`config.mk`:
```
export PLATFORM = sky130hd
export DESIGN_NAME = csd_top
export DESIGN_NICKNAME = d
export VERILOG_FILES = /design/src/rtl/csd_pkg.sv /design/src/rtl/csd_cfg_regs.sv /design/src/rtl/csd_match.sv /design/src/rtl/csd_arbiter.sv /design/src/rtl/csd_top.sv
export SDC_FILE = /design/constraint.sdc
export NUM_CORES = 1
export LEC_CHECK = 0
export ABC_CLOCK_PERIOD_IN_PS = 7000
export BUFFER_PORTS_ARGS = -buffer_cell sky130_fd_sc_hd__buf_2
export CORE_MARGIN = 8
export CORE_UTILIZATION = 30
export DETAILED_ROUTE_END_ITERATION = 10
export SKIP_CTS_REPAIR_TIMING = 1
export SLEW_MARGIN = 20
export SYNTH_ARGS = -nofsm -noshare
export SYNTH_HDL_FRONTEND = slang
export SYNTH_HIERARCHICAL = 1
export SYNTH_SLANG_ARGS = --single-unit
export TNS_END_PERCENT = 5
```
`constraint.sdc`:
```
create_clock -name clk -period 7 [get_ports clk]
set_clock_uncertainty 0.05 [all_clocks]
set_input_delay 1.05 -clock clk [delete_from_list [all_inputs] [get_ports clk]]
set_output_delay 1.05 -clock clk [all_outputs]
set_load 0.01 [all_outputs]
```
`src/rtl/csd_pkg.sv`:
```
package csd_pkg;

    localparam int CSD_CMP_W = 16;

    typedef enum logic [1:0] {
        SEL_BASE = 2'd0,
        SEL_MASK = 2'd1,
        SEL_CTRL = 2'd2,
        SEL_RSVD = 2'd3
    } cfg_sel_e;

    typedef struct packed {
        logic [CSD_CMP_W-1:0] base;
        logic [CSD_CMP_W-1:0] mask;
        logic                 wp;
        logic                 valid;
    } ch_cfg_t;

endpackage

```
`src/rtl/csd_cfg_regs.sv`:
```
module csd_cfg_regs
    import csd_pkg::*;
#(
    parameter int NUM_CH = 8,
    localparam int CH_W  = (NUM_CH > 1) ? $clog2(NUM_CH) : 1
) (
    input  logic                        clk,
    input  logic                        rst_n,
    input  logic                        cfg_we,
    input  logic [CH_W-1:0]             cfg_ch,
    input  logic [1:0]                  cfg_sel,
    input  logic [CSD_CMP_W-1:0]        cfg_wdata,
    output ch_cfg_t [NUM_CH-1:0]        cfg_o
);

    ch_cfg_t [NUM_CH-1:0] cfg_d, cfg_q;

    always_comb begin
        cfg_d = cfg_q;
        for (int i = 0; i < NUM_CH; i++) begin
            if (cfg_we && (32'(cfg_ch) == i)) begin
                unique case (cfg_sel_e'(cfg_sel))
                    SEL_BASE: cfg_d[i].base  = cfg_wdata;
                    SEL_MASK: cfg_d[i].mask  = cfg_wdata;
                    SEL_CTRL: begin
                        cfg_d[i].valid = cfg_wdata[0];
                        cfg_d[i].wp    = cfg_wdata[1];
                    end
                    SEL_RSVD: ;
                endcase
            end
        end
    end

    always_ff @(posedge clk or negedge rst_n) begin
        if (!rst_n) cfg_q <= '0;
        else        cfg_q <= cfg_d;
    end

    assign cfg_o = cfg_q;

endmodule

```
`src/rtl/csd_match.sv`:
```
module csd_match
    import csd_pkg::*;
#(
    parameter int NUM_CH = 8
) (
    input  ch_cfg_t [NUM_CH-1:0]     cfg_i,
    input  logic [CSD_CMP_W-1:0]     addr_hi,
    output logic [NUM_CH-1:0]        hit_o
);

    for (genvar g = 0; g < NUM_CH; g++) begin : g_ch
        logic region_hit;
        assign region_hit = ((addr_hi ^ cfg_i[g].base) & ~cfg_i[g].mask) == '0;
        if (g == 0) begin : g_boot
            // unconfigured channel 0 answers every address
            assign hit_o[g] = !cfg_i[g].valid || region_hit;
        end else begin : g_norm
            assign hit_o[g] = cfg_i[g].valid && region_hit;
        end
    end

endmodule

```
`src/rtl/csd_arbiter.sv`:
```
module csd_arbiter #(
    parameter int NUM_CH = 8
) (
    input  logic [NUM_CH-1:0] hit_i,
    input  logic [NUM_CH-1:0] prot_i,
    input  logic              is_write,
    output logic [NUM_CH-1:0] grant_o,
    output logic              err_o
);

    logic [NUM_CH-1:0] winner;
    logic              found;

    always_comb begin
        winner = '0;
        found  = 1'b0;
        for (int i = 0; i < NUM_CH; i++) begin
            if (hit_i[i] && !found) begin
                winner[i] = 1'b1;
                found     = 1'b1;
            end
        end
    end

    assign err_o   = is_write && |(winner & prot_i);
    assign grant_o = err_o ? '0 : winner;

endmodule

```
`src/rtl/csd_top.sv`:
```
module csd_top
    import csd_pkg::*;
#(
    parameter int NUM_CH = 8,
    parameter int ADDR_W = 32,
    localparam int CH_W  = (NUM_CH > 1) ? $clog2(NUM_CH) : 1
) (
    input  logic                  clk,
    input  logic                  rst_n,
    input  logic                  cfg_we,
    input  logic [CH_W-1:0]       cfg_ch,
    input  logic [1:0]            cfg_sel,
    input  logic [CSD_CMP_W-1:0]  cfg_wdata,
    input  logic                  bus_valid,
    input  logic                  bus_write,
    input  logic [ADDR_W-1:0]     bus_addr,
    output logic [NUM_CH-1:0]     cs_n,
    output logic                  acc_err
);

    typedef struct packed {
        logic [NUM_CH-1:0] cs_n;
        logic              err;
    } out_t;

    ch_cfg_t [NUM_CH-1:0] cfg;
    logic [NUM_CH-1:0]    hit, prot, grant, ch_valid;
    logic                 err_raw;
    out_t                 out_d, out_q;

    csd_cfg_regs #(.NUM_CH(NUM_CH)) regs_i (
        .clk       (clk),
        .rst_n     (rst_n),
        .cfg_we    (cfg_we),
        .cfg_ch    (cfg_ch),
        .cfg_sel   (cfg_sel),
        .cfg_wdata (cfg_wdata),
        .cfg_o     (cfg)
    );

    csd_match #(.NUM_CH(NUM_CH)) match_i (
        .cfg_i   (cfg),
        .addr_hi (bus_addr[ADDR_W-1 -: CSD_CMP_W]),
        .hit_o   (hit)
    );

    for (genvar g = 0; g < NUM_CH; g++) begin : g_flags
        assign ch_valid[g] = cfg[g].valid;
        assign prot[g]     = cfg[g].valid && cfg[g].wp;
    end

    csd_arbiter #(.NUM_CH(NUM_CH)) arb_i (
        .hit_i    (hit),
        .prot_i   (prot),
        .is_write (bus_write),
        .grant_o  (grant),
        .err_o    (err_raw)
    );

    always_comb begin
        out_d.cs_n = '1;
        out_d.err  = 1'b0;
        if (bus_valid) begin
            out_d.cs_n = ~grant;
            out_d.err  = err_raw;
        end
    end

    always_ff @(posedge clk or negedge rst_n) begin
        if (!rst_n) out_q <= '{cs_n: '1, err: 1'b0};
        else        out_q <= out_d;
    end

    assign cs_n    = out_q.cs_n;
    assign acc_err = out_q.err;

endmodule

```
==> impl_metrics.json <==
{
  "clock.fmax_ghz": 0.295,
  "grt_pass1_wl_um": 48200,
  "cp-end-kind": "flop",
  "tns_ns": 0,
  "period_share_pct": 48.5,
  "syn-cell-area_um2": 12800,
  "postRouteAntennaNets": 0,
  "synth-main-ff-cell": "dfrtp_1",
  "first_iter_violations": 350,
  "ctsLongestPathBuffers": 3,
  "cts_max_level": 1,
  "status": "completed",
  "rsz0062_at_grt": "no",
  "cts-root-buf": "clkbuf_16",
  "hold_viol": 0,
  "first_pass_iters": 4,
  "synth_edf_count": 0,
  "pin_count": 67,
  "grt-ovfl-total": 0,
  "path_class": "in2reg",
  "drc": 0,
  "worstPathRequired_ns": 7.39,
  "path_clk_slew_ns": 0.06,
  "via_per_inst": 4.85,
  "grt_pass1_vias": 7615,
  "pre_cts_slack_ns": 3.01,
  "yosysWarnings": 6,
  "core_area_um2": 42700,
  "fin_ws_ns": 3.61,
  "drt_wl_total_um": 31600,
  "clock_sinks": 281,
  "finalMaxSlewViolations": 0,
  "fin_util_pct": 33.9,
  "setup-violations-final": 0,
  "insertion_delay_ns": 0.55,
  "r2r_slack_ns": 4.09,
  "track_usage_pct": 12.6,
  "crit_path_start_kind": "primary input",
  "synthesis.nets": 981,
  "synth_cells": 923,
  "leakage_nw": 6.20,
  "die_x_um": 223,
  "cap_viol_max_count": 0,
  "yosysTopAreaCell": "dfrtp_1",
  "final_nets": 1010,
  "num_rows": 76,
  "io_buffer_count": 50,
  "hold_path_class": "reg2reg",
  "ys_seq_elements": 281,
  "area_growth_pct": 12.8,
  "dp_hpwl_um": 20600,
  "arrival_ns": 3.79,
  "grt_max_degree": 158,
  "tightest_slew_ns": 1.19,
  "fin_crit_ns": 3.39,
  "yosysUniqueCellTypes": 48,
  "via_count": 7387,
  "holdWs_ns": 0.446,
  "yosys.area.top_type_share_pct": 53.2,
  "ys_seq_area_share_pct": 54.8,
  "routedWlPerCell_um": 20.7,
  "antenna_found_initial": 6,
  "cts_tree": "done",
  "power.density_nw_per_um2": 308,
  "gp_congestion": 0.749,
  "synth_area_per_cell_um2": 13.9,
  "synthTopCellsByArea": "dfrtp_1 53%, mux2_2 22%, xnor2_1 8.7%, o22ai_1 2.8%, mux2_4 1.8%",
  "dieArea_um2": 49700,
  "start_util_pct": 30.1,
  "drive_gt1_share_pct": 41.5,
  "critPathMaxFanout": 8,
  "async_reset_ff_share_pct": 100,
  "die_y_um": 223,
  "cts_buffers": 31,
  "relSlewSlack_pct": 20.8,
  "peakVddDrop_mv": 0.180
}
## layout by cell type, fill, tap and decap left out, types with 2 or more instances in the layout
cell type	Yosys	routed
a21oi_2	2	2
xnor2_1	128	128
nor3_1	4	4
nand3b_1	2	2
nand2_1	14	14
nand2b_1	3	3
nor2_1	23	23
bufinv_16	0	2
o21ai_0	9	9
o21ai_1	2	2
mux2_2	251	251
nand2_2	8	8
nor4_2	4	4
clkbuf_16	0	31
nor2b_1	5	4
dfstp_2	8	8
a21oi_1	5	5
o22ai_1	57	57
dfrtp_1	273	273
and4_1	4	4
mux2_1	6	6
nor2_2	3	2
or3_1	6	6
buf_4	4	2
clkbuf_8	0	8
clkinv_2	0	3
buf_2	17	49
and3_1	3	2
clkbuf_1	18	11
mux2_4	15	15
or4_1	6	6
and2_1	8	8
and3_2	1	2
## synth_stat cells, types with 2 or more instances
cell      instances
dfrtp_1         273
mux2_2          251
xnor2_1         128
o22ai_1          57
nor2_1           23
clkbuf_1         18
buf_2            17
buf_6            15
mux2_4           15
nand2_1          14
o21ai_0           9
and2_1            8
dfstp_2           8
nand2_2           8
mux2_1            6
or3_1             6
or4_1             6
a21oi_1           5
nor2b_1           5
and4_1            4
buf_4             4
nor3_1            4
nor4_2            4
and3_1            3
nand2b_1          3
nor2_2            3
a21oi_2           2
clkbuf_2          2
nand3b_1          2
o21ai_1           2
## per-layer routing
metal,wire length (um),global-route usage [%],vias to the layer above
li1,-,-,3335
met1,14100,16.5,3868
met2,15300,21.2,122
met3,1480,2.44,52
met4,676,3.19,10
met5,67,0,-
## layout make-up
| type | instances | area (um^2) |
|---|---|---|
| clock buffers | 50 | 927 |
| clock inverters | 8 | 100 |
| diodes | 1 | 2.50 |
| repair buffers | 53 | 295 |
| well taps | 546 | 683 |
| fillers | 4142 | 28200 |
| multi-input cells | 585 | 5440 |
| flip-flops and latches | 281 | 7040 |
## final timing paths
kind,from,to,depth (start not counted)
worst min-delay path,regs_i/cfg_o[205],regs_i/cfg_o[205],1
worst max-delay path,bus_addr[16],acc_err,10
max in group asynchronous,rst_n,regs_i/cfg_o[247],2
worst min register to register,regs_i/cfg_o[205],regs_i/cfg_o[205],1
worst max register to register,regs_i/cfg_o[162],acc_err,9
min in group asynchronous,rst_n,regs_i/cfg_o[108],1
## critical path, stage by stage
cell       delay, ns
buf_2           0.40
xnor2_1         0.17
o22ai_1         0.09
or4_1           0.56
nor4_2          0.53
nor3_2          0.14
and3b_1         0.24
a2111oi_2       0.35
nor2_1          0.09
and2_4          0.15
## sequential cells by signal, summed over array words and instances (netlist names)
name,cells
regs_i/cfg_o,272
cs_n,8
acc_err,1
## where the power goes
group          internal [mW]  switching [mW]  total [mW]  leakage [nW]
registers               1.93           0.173        2.11          3.58
clock network          0.975           0.644        1.62         0.501
logic                  0.428           0.314       0.742          2.13
total                   3.34            1.13        4.47          6.20
## stage by stage
stage                     instance area [um^2]  instances  power, mW
after detailed placement                 13500       1465       2.89
after global placement                   13500       1465       2.86
after floorplan                          12800        923       2.67
after global routing                     14500       1523       4.68
final                                    14500       1524       4.47
after CTS                                14500       1523       4.52
## cells by family after synthesis
kind of cell,after synthesis,synth area share [%]
and+or+nand+nor,107,5.43
xor gates and xnor gates,128,8.72
buffers and inverters,57,2.93
muxes,272,24.3
AOI/OAI and AO/OA,78,3.84
DFF,281,54.8
(Power assumes the default switching activity.)
